## config.mk

```make
export PLATFORM = sky130hd
export DESIGN_NAME = rtc_calendar_core
export DESIGN_NICKNAME = d
export VERILOG_FILES = /design/src/rtl/rtc_cal_pkg.sv /design/src/rtl/rtc_prescale_ctl.sv /design/src/rtl/rtc_calendar_dp.sv /design/src/rtl/rtc_calendar_core.sv
export SDC_FILE = /design/constraint.sdc
export NUM_CORES = 1
export LEC_CHECK = 0
export ABC_AREA = 1
export BUFFER_PORTS_ARGS = -buffer_cell sky130_fd_sc_hd__buf_2
export CORE_ASPECT_RATIO = 1.1
export CORE_MARGIN = 2
export CORE_UTILIZATION = 60
export CTS_CLUSTER_DIAMETER = 200
export DETAILED_ROUTE_END_ITERATION = 10
export PLACE_DENSITY = 0.93
export REMOVE_ABC_BUFFERS = 1
export SLEW_MARGIN = 20
export SYNTH_ARGS = -nofsm -noshare
export SYNTH_HDL_FRONTEND = slang
export SYNTH_SLANG_ARGS = --single-unit
```

## constraint.sdc

```tcl
create_clock -name clk -period 4.86 [get_ports clk]
set_input_delay 0.729 -clock clk [delete_from_list [all_inputs] [get_ports clk]]
set_output_delay 0.729 -clock clk [all_outputs]
set_load 0.01 [all_outputs]
```

## src/rtl/rtc_cal_pkg.sv

```systemverilog
package rtc_cal_pkg;

  localparam int NUM_FIELDS = 4;
  localparam int FLD_MIN  = 0;
  localparam int FLD_HOUR = 1;
  localparam int FLD_DAY  = 2;
  localparam int FLD_MON  = 3;
  localparam int SEC_W    = 6;
  localparam int SEC_LAST = 59;
  localparam int SEC_HALF = 30;

  typedef struct packed {
    logic [NUM_FIELDS-1:0] ldMask;   // one-hot direct load per field
    logic                  minStep;  // advance the minutes field this cycle
  } calCtl_t;

  function automatic logic [7:0] bcdInc(input logic [7:0] v);
    if (v[3:0] >= 4'd9) return {v[7:4] + 4'd1, 4'd0};
    return v + 8'd1;
  endfunction

  function automatic logic [7:0] fieldMask(input int idx);
    case (idx)
      FLD_MIN:  return 8'h7F;
      FLD_MON:  return 8'h1F;
      default:  return 8'h3F;
    endcase
  endfunction

  function automatic logic [7:0] fieldFloor(input int idx);
    return (idx >= FLD_DAY) ? 8'h01 : 8'h00;
  endfunction

endpackage

```

## src/rtl/rtc_prescale_ctl.sv

```systemverilog
module rtc_prescale_ctl
  import rtc_cal_pkg::*;
#(
  parameter int PRE_W = 15
) (
  input  logic             clk,
  input  logic             rstN,
  input  logic             tickEn,
  input  logic             presetStb,
  input  logic             adjustStb,
  input  logic             wrEn,
  input  logic [1:0]       wrSel,
  output calCtl_t          ctl,
  output logic             tuneOut,
  output logic             secOut,
  output logic             minOut,
  output logic [SEC_W-1:0] secCount
);

  localparam int TUNE_BIT = (PRE_W >= 8) ? PRE_W - 8 : 0;

  logic [PRE_W-1:0] preQ;
  logic [SEC_W-1:0] secQ;
  logic             clrAll;
  logic             secFall;
  logic             secAtEnd;
  logic             secHigh;

  assign clrAll   = presetStb | adjustStb;
  assign secAtEnd = (secQ >= SEC_W'(SEC_LAST));
  assign secHigh  = (secQ >= SEC_W'(SEC_HALF));
  assign secFall  = tickEn & (&preQ) & ~clrAll;

  always_ff @(posedge clk) begin
    if (!rstN) begin
      preQ <= '0;
      secQ <= '0;
    end else if (clrAll) begin
      preQ <= '0;
      secQ <= '0;
    end else if (tickEn) begin
      preQ <= preQ + 1'b1;
      if (secFall) secQ <= secAtEnd ? '0 : secQ + 1'b1;
    end
  end

  always_comb begin
    ctl.minStep = (secFall & secAtEnd) | (adjustStb & ~presetStb & secHigh);
    for (int i = 0; i < NUM_FIELDS; i++)
      ctl.ldMask[i] = wrEn & (wrSel == 2'(i));
  end

  generate
    if (PRE_W >= 8) begin : g_tune_tap
      assign tuneOut = preQ[TUNE_BIT];
    end else begin : g_tune_short
      assign tuneOut = preQ[0];
    end
  endgenerate

  assign secOut   = preQ[PRE_W-1];
  assign minOut   = secHigh;
  assign secCount = secQ;

endmodule

```

## src/rtl/rtc_calendar_dp.sv

```systemverilog
module rtc_calendar_dp
  import rtc_cal_pkg::*;
(
  input  logic       clk,
  input  logic       rstN,
  input  calCtl_t    ctl,
  input  logic [7:0] wrData,
  output logic [7:0] minBcd,
  output logic [7:0] hourBcd,
  output logic [7:0] dayBcd,
  output logic [7:0] monBcd
);

  logic [7:0]      fldQ [NUM_FIELDS];
  logic [7:0]      lim  [NUM_FIELDS];
  logic [NUM_FIELDS-1:0] adv;
  logic [NUM_FIELDS-1:0] atLim;

  always_comb begin
    lim[FLD_MIN]  = 8'h59;
    lim[FLD_HOUR] = 8'h23;
    lim[FLD_MON]  = 8'h12;
    case (fldQ[FLD_MON])
      8'h02:                      lim[FLD_DAY] = 8'h28;
      8'h04, 8'h06, 8'h09, 8'h11: lim[FLD_DAY] = 8'h30;
      default:                    lim[FLD_DAY] = 8'h31;
    endcase
    for (int i = 0; i < NUM_FIELDS; i++)
      atLim[i] = (fldQ[i] >= lim[i]);
    adv[0] = ctl.minStep;
    for (int i = 1; i < NUM_FIELDS; i++)
      adv[i] = adv[i-1] & atLim[i-1];
  end

  always_ff @(posedge clk) begin
    for (int i = 0; i < NUM_FIELDS; i++) begin
      if (!rstN)
        fldQ[i] <= fieldFloor(i);
      else if (ctl.ldMask[i])
        fldQ[i] <= wrData & fieldMask(i);
      else if (adv[i])
        fldQ[i] <= atLim[i] ? fieldFloor(i) : bcdInc(fldQ[i]);
    end
  end

  assign minBcd  = fldQ[FLD_MIN];
  assign hourBcd = fldQ[FLD_HOUR];
  assign dayBcd  = fldQ[FLD_DAY];
  assign monBcd  = fldQ[FLD_MON];

endmodule

```

## src/rtl/rtc_calendar_core.sv

```systemverilog
module rtc_calendar_core
  import rtc_cal_pkg::*;
#(
  parameter int PRE_W = 15
) (
  input  logic       clk,
  input  logic       rstN,
  input  logic       tickEn,
  input  logic       presetStb,
  input  logic       adjustStb,
  input  logic       wrEn,
  input  logic [1:0] wrSel,
  input  logic [7:0] wrData,
  output logic       tuneOut,
  output logic       secOut,
  output logic       minOut,
  output logic [5:0] secCount,
  output logic [7:0] minBcd,
  output logic [7:0] hourBcd,
  output logic [7:0] dayBcd,
  output logic [7:0] monBcd
);

  calCtl_t ctl;

  rtc_prescale_ctl #(.PRE_W(PRE_W)) u_ctl (
    .clk(clk), .rstN(rstN), .tickEn(tickEn),
    .presetStb(presetStb), .adjustStb(adjustStb),
    .wrEn(wrEn), .wrSel(wrSel), .ctl(ctl),
    .tuneOut(tuneOut), .secOut(secOut), .minOut(minOut),
    .secCount(secCount)
  );

  rtc_calendar_dp u_dp (
    .clk(clk), .rstN(rstN), .ctl(ctl), .wrData(wrData),
    .minBcd(minBcd), .hourBcd(hourBcd), .dayBcd(dayBcd), .monBcd(monBcd)
  );

endmodule

```

==> out/metrics.yaml, run 1 <==
floorplanning:
  die_area_sq_mm: 0.00641
  die_w_um: 76.5
  die_h_um: 83.8
  io_pins: 57
  num_rows: 29
  core-area_sq_mm: 0.00566
  initial_utilization_pct: 61.3
cells_and_area:
  multiInputGateArea_sq_mm: 0.00186
  mostFrequentLayoutCell: "nand2_1"
  seq_area_sq_mm: 0.00138
  n_fill_cell: 437
  layout.nets: 526
  area_growth_pct: 14.2
  final_cell_mix: "nand2_1, inv_1, buf_2"
  antenna_cells: 0
  drive_gt1_share_pct: 20.7
setup_path:
  path_max_fanout: 8
  path_common_cell: "inv_1"
  cp_slowest_cell: "edfxtp_1"
  r2r-start: "u_dp.fldQ[1][8]"
  cp.arrival_ps: 3290
  worstPathCellList: "inv_1, ha_1, inv_1, nor3_1, inv_1, or2_2, inv_1, ha_1, nand2_1, nor2_1, nand3_1, nand3b_1, nand2_1, nand3b_1, nand2_1"
  end_kind: "flip-flop"
  required_ps: 4850
  slowest_delay_ps: 480
  worst-setup-path-type: "reg2reg"
  rr_worst_depth: 15
  r2r_end: "u_dp.fldQ[1][10]"
  rrSetupSlack_ps: 1560
  start_kind: "flip-flop"
synth:
  synthDistinctLibCells: 42
  synthAdderAreaFrac_pct: 9.73
  synth_compound_area_share_pct: 12.3
  ys_warn_count: 0
  synthMuxAreaShare_pct: 0
  synthSimpleGateAreaFrac_pct: 28.1
  synth_seq_cells: 53
  syn_avg_cell_area_sq_um: 8.30
  synth_top_family_by_area: "simple AND/OR/NAND/NOR gates"
  synth_seq_area_share_pct: 39.8
  synth_xor_area_share_pct: 3.03
  syn_area_sq_mm: 0.00347
  synth_cells: 418
timing:
  rsz0062_at_grt: "no"
  finalWorstSetupSlack_ps: 1560
  worst_pin_slew_ps: 677
  setup_tns_ps: 0
  hold_violations: 0
  period_share_pct: 67.8
  fmax_mhz: 303
  skew_ps: 12.0
  max_slew_margin_pct: 54.7
  drv_slew: 0
  period_minus_slack_ps: 3300
  finalHoldWorstSlack_ps: 476
  setup-violations-final: 0
clocking:
  cts_max_level: 2
  cts.path.max_buffers: 2
  clkLatencyLatePin_ps: 310
  cts_tree: "done"
  cts.clk_slew.worst_paths_ps: 100
  postCtsSetupBuffers: 0
  clockRootBuffer: "clkbuf_8"
  cts_made_buffers: 5
  cts.sink_count: 53
  cts_resized: 0
  hold_buffers: 0
status:
  status: "finished, final reports clean"
global_route:
  overflow: 0
  track_usage_pct: 24.3
  grt_pass1_vias: 2997
  antenna_found_initial: 0
  grt_pass1_wl_mm: 12.8
  grt_max_degree: 17
drt:
  vias_per_cell: 5.44
  ant_nets: 0
  drcViolationCount: 0
  vias: 3051
  first_pass_iters: 5
  wl_mm: 7.59
  drtIter0Drc: 303
  wl_per_cell_um: 13.5
pwr:
  p_leak_uw: 0.00178
  total_power_uw: 926
  p_per_area_mw_per_mm2: 233
  max-vdd-ir-drop_mv: 0.175
min_path:
  min_path_type: "reg2reg"
  min-delay-start: "u_ctl.preQ[3]"
  hold_path_end: "u_ctl.preQ[3]"
  min_path_cells: 1
place:
  port_buffers: 55
  place_ws_ps: 1650
  dp_hpwl_mm: 5.87
  routabilityCongestion: 0.890
job:
  maxCapViolations: 0
[final cells by class]
type	count	share of cell area, %
clock inverters	3	1.04
flip-flops and latches	53	34.8
clock buffers	5	1.74
well taps	77	2.43
multi-input cells	305	47.0
repair buffers	55	6.94
inverters	63	5.97
[flip-flops by register name, indices dropped and copies added (netlist names)]
signal	cells
u_ctl.secCount	6
u_ctl.preQ	15
u_dp.fldQ	32
[critical path, delay by kind of cell, from the launching register on]
kind / cells / cell delay (ps)
and+or+nand+nor: 9 / 1850
buffers and inverters: 4 / 350
DFF: 1 / 480
adders and majority gates: 2 / 290
[cell usage after synthesis]
library cell	instances	area share, %
edfxtp_1	32	28
nand4_1	7	1.3
nor2_8	1	0.58
nand2_1	80	8.7
o21ba_2	1	0.29
a21oi_2	7	1.8
or2_2	3	0.54
xor2_1	8	2.0
nand3_1	18	2.6
o31ai_1	1	0.22
or2_0	1	0.18
nor2_2	1	0.18
a21oi_1	16	2.3
nand2_2	7	1.3
nand3_4	3	1.5
nand4_2	1	0.36
nand2_4	3	0.97
nor4_1	1	0.18
nand4_4	1	0.61
a21boi_0	1	0.22
o21ai_4	1	0.47
ha_1	27	9.7
nor2_4	4	1.3
nor2_1	38	4.1
nand3b_1	3	0.65
a31o_2	1	0.25
o211ai_1	1	0.22
xnor2_1	4	1.0
o21ai_0	24	3.5
nor3b_1	1	0.22
inv_2	3	0.32
o21ai_1	2	0.29
conb_1	1	0.11
clkbuf_1	1	0.11
o22ai_1	7	1.3
a31oi_1	4	0.72
inv_1	60	6.5
a211oi_1	1	0.22
nor3_4	1	0.47
dfxtp_1	21	12
nor3_1	17	2.5
o21bai_1	3	0.65
[worst max path at each step]
| stage | start | end | slack (ps) | cells past startpoint |
|---|---|---|---|---|
| floorplan | u_dp.fldQ[1][8] | u_dp.fldQ[1][10] | 2030 | 15 |
| global placement | u_dp.fldQ[1][8] | u_dp.fldQ[1][15] | 1810 | 15 |
| detailed placement | u_dp.fldQ[1][8] | u_dp.fldQ[1][15] | 1650 | 15 |
| CTS | u_dp.fldQ[1][8] | u_dp.fldQ[1][15] | 1630 | 15 |
| global route | u_dp.fldQ[1][9] | u_dp.fldQ[1][10] | 1210 | 16 |
| finish | u_dp.fldQ[1][8] | u_dp.fldQ[1][10] | 1560 | 15 |
[per-layer routing]
layer / wire (um) / global-route usage (%) / up-vias
met1: 3000 / 27.3 / 1416
met2: 4030 / 47.1 / 99
met3: 418 / 2.81 / 16
met5: 0 / 0 / -
met4: 138 / 8.26 / 0
li1: - / - / 1520
[stage by stage]
| stage | instance area, sq um | util (%) | instances |
|---|---|---|---|
| detailed placement | 3850 | 68.1 | 553 |
| global placement | 3850 | 68.1 | 553 |
| global route | 3960 | 70.0 | 561 |
| finish | 3960 | 70.0 | 561 |
| floorplan | 3480 | - | 421 |
| CTS | 3960 | 70.0 | 561 |
[cell families after synthesis]
logic type               Yosys count
AND/OR/NAND/NOR                  191
adder cells (fa/ha/maj)           27
XOR/XNOR                          12
other                              1
flip-flops                        53
buffers and inverters             64
AO/OA/AOI/OAI                     70
[power by group]
group / leakage, uW / switching (uW) / internal, uW
Clock: 0.0000518 / 146 / 152
Sequential: 0.000495 / 16.4 / 492
Combinational: 0.00123 / 79.0 / 40.5
Total: 0.00178 / 241 / 685
Power figures use the tool's default switching activity.
==> inputs of run 2 (changes only) <==
CORE_UTILIZATION = 51   (was 60)
PLACE_DENSITY = 0.85   (was 0.93)
clock period = 2.7 ns   (was 4.86 ns; I/O delays follow)
==> out/metrics.yaml, run 2 (synthesis results as in run 1) <==
cells_and_area:
  final_cell_mix: "nand2_1, inv_1, buf_2"  # unchanged
  area_growth_pct: 22.8  # was 14.2%
  regMostFlops: "u_dp.fldQ"  # unchanged
  multiInputGateArea_sq_mm: 0.00201  # was 0.00186 sq mm
  mostFrequentLayoutCell: "nand2_1"  # unchanged
  drive_gt1_share_pct: 28.1  # was 20.7%
  largest_reg_flops: 32  # unchanged
  stdcell_area_sq_mm: 0.00426  # was 0.00396 sq mm
  n_fill_cell: 530  # was 437
  seq_area_sq_mm: 0.00138  # unchanged
  layout.nets: 544  # was 526
  antenna_cells: 0  # unchanged
setup_path:
  worstPathCellList: "inv_2, ha_4, inv_1, nor3_4, inv_1, or2_4, inv_4, ha_4, nand2_4, nor2_4, nand3_2, nand3b_1, buf_4, buf_12, nor2_4, nand4_1, a21oi_2"  # was inv_1, ha_1, inv_1, nor3_1, inv_1, or2_2, inv_1, ha_1, nand2_1, nor2_1, nand3_1, nand3b_1, nand2_1, nand3b_1, nand2_1
  cp.arrival_ps: 2960  # was 3290 ps
  crit_path_end: "u_dp.fldQ[1][5]"  # was u_dp.fldQ[1][10]
  r2r-start: "u_dp.fldQ[1][8]"  # unchanged
  worst-setup-path-type: "reg2reg"  # unchanged
  end_kind: "flip-flop"  # unchanged
  cp_top_family: "simple AND/OR/NAND/NOR gates"  # unchanged
  rr_worst_depth: 17  # was 15
  cp_slowest_cell: "edfxtp_1"  # unchanged
  cp_num_cells: 17  # was 15
  path_max_fanout: 7  # was 8
  crit_start: "u_dp.fldQ[1][8]"  # unchanged
  rrSetupSlack_ps: -90  # was 1560 ps
  start_kind: "flip-flop"  # unchanged
  slowest_delay_ps: 420  # was 480 ps
  path_buf_inv: 6  # was 4
  r2r_end: "u_dp.fldQ[1][5]"  # was u_dp.fldQ[1][10]
  required_ps: 2870  # was 4850 ps
clocking:
  cts_max_level: 2  # unchanged
  cts_made_buffers: 5  # unchanged
  cts.sink_count: 53  # unchanged
  cts.path.max_buffers: 2  # unchanged
  clockRootBuffer: "clkbuf_8"  # unchanged
  cts.clk_slew.worst_paths_ps: 90  # was 100 ps
  cts_tree: "done"  # unchanged
  clkLatencyLatePin_ps: 310  # about the same
timing:
  rsz0062_at_grt: "yes"  # was no
  fmax_mhz: 358  # was 303 MHz
  worst_pin_slew_ps: 632  # was 677 ps
  max_slew_margin_pct: 57.6  # was 54.7%
  finalWorstSetupSlack_ps: -92.4  # was 1560 ps
  setup-violations-final: 13  # was 0
  skew_ps: 9.17  # was 12.0 ps
  period_minus_slack_ps: 2790  # was 3300 ps
  hold_violations: 0  # unchanged
  drv_slew: 0  # unchanged
  setup_tns_ps: -944  # was 0 ps
  period_share_pct: 103  # was 67.8%
drt:
  drcViolationCount: 0  # unchanged
  ant_nets: 0  # unchanged
  vias: 3098  # was 3051
  first_pass_iters: 4  # was 5
  drtIter0Drc: 205  # was 303
  wl_mm: 7.99  # was 7.59 mm
  wl_per_cell_um: 13.7  # was 13.5 um
  vias_per_cell: 5.30  # was 5.44
floorplanning:
  initial_utilization_pct: 52.6  # was 61.3%
  die_area_sq_mm: 0.00748  # was 0.00641 sq mm
  io_pins: 57  # unchanged
  core-area_sq_mm: 0.00659  # was 0.00566 sq mm
  die_w_um: 82.7  # was 76.5 um
  num_rows: 31  # was 29
  die_h_um: 90.5  # was 83.8 um
status:
  violations: "negative setup slack"
  status: "finished, violations left"  # was finished, final reports clean
place:
  routabilityCongestion: 0.820  # was 0.890
  dpl_cell_area_sq_mm: 0.00396  # was 0.00385 sq mm
  port_buffers: 55  # unchanged
  dp_hpwl_mm: 6.13  # was 5.87 mm
  place_ws_ps: -78.0  # was 1650 ps
global_route:
  grt_max_degree: 16  # was 17
  overflow: 0  # unchanged
  grt_pass1_vias: 3071  # was 2997
  track_usage_pct: 21.5  # was 24.3%
  grt_pass1_wl_mm: 12.9  # was 12.8 mm
  antenna_found_initial: 0  # unchanged
pwr:
  total_power_uw: 1640  # was 926 uW
  max-vdd-ir-drop_mv: 0.358  # was 0.175 mV
  p_leak_uw: 0.00189  # was 0.00178 uW
  p_per_area_mw_per_mm2: 384  # was 233 mW/mm^2
min_path:
  min_path_type: "in2reg"  # was reg2reg
  min_path_cells: 3  # was 1
job:
  maxCapViolations: 0  # unchanged
-- run 2: cell count changes in the layout (fill, tap and decap cells not counted), sizes merged --
cell      before  now
clkinv         1    0
bufinv         1    0
inv           63   64
clkbuf         5    7
buf           55   73
clkinvlp       1    0
-- run 2: final cells by class --
type | instances | share of cell area (%)
multi-input combinational | 305 | 47.2
sequential | 53 | 32.4
tap | 82 | 2.41
inverter | 63 | 5.61
timing repair buffer | 73 | 10.3
clock inverter | 1 | 0.0881
clock buffer | 7 | 2.03
-- run 2: per-stage QoR --
| stage | instances | utilization [%] | hold slack (ps) |
|---|---|---|---|
| 3_3_place_gp | 569 | 60.0 | 438 |
| 6_report | 584 | 64.6 | 369 |
| 2_1_floorplan | 421 | - | 423 |
| 3_5_place_dp | 569 | 60.0 | 457 |
| 5_1_grt | 584 | 64.6 | 365 |
| 4_1_cts | 581 | 63.0 | 368 |
-- run 2: routing by layer --
layer | global-route usage [%] | part of all wire [%] | vias up
met5 | 0 | 0 | -
met4 | 6.83 | 1.6 | 0
met2 | 40.3 | 53 | 71
met3 | 3.20 | 3.9 | 14
met1 | 24.0 | 41 | 1453
li1 | - | - | 1560
-- run 2: worst reg2reg max path: cells and delay by family, from the launching register on --
family                     cells  cell delay [ps]
DFF                            1              420
and+or+nand+nor                8             1030
adders and majority gates      2              360
AOI/OAI and AO/OA              1              180
buffers and inverters          6              670
-- run 2: worst min path at each step --
stage | start | to | slack (ps)
floorplan | u_ctl.preQ[3] | u_ctl.preQ[3] | 420
global placement | u_ctl.preQ[3] | u_ctl.preQ[3] | 440
detailed placement | u_ctl.preQ[3] | u_ctl.preQ[3] | 460
CTS | wrData[6] | u_dp.fldQ[0][6] | 370
global route | wrData[6] | u_dp.fldQ[0][6] | 360
finish | wrData[6] | u_dp.fldQ[0][6] | 370
-- run 2: what timing repair did --
item                                    4_1_cts  5_1_grt
resized for setup                            20       22
setup buffers                                 4        3
hold buffers                                  0        0
endpoints found under the setup margin       10       21
pin swaps                                    12       21
cloned                                        0        0
-- run 2: power breakdown --
group | leakage, uW | total [uW] | switching (uW) | internal [uW]
logic | 0.00135 | 264 | 163 | 101
clock network | 0.0000496 | 460 | 254 | 206
registers | 0.000495 | 914 | 28.0 | 886
total | 0.00189 | 1640 | 445 | 1190
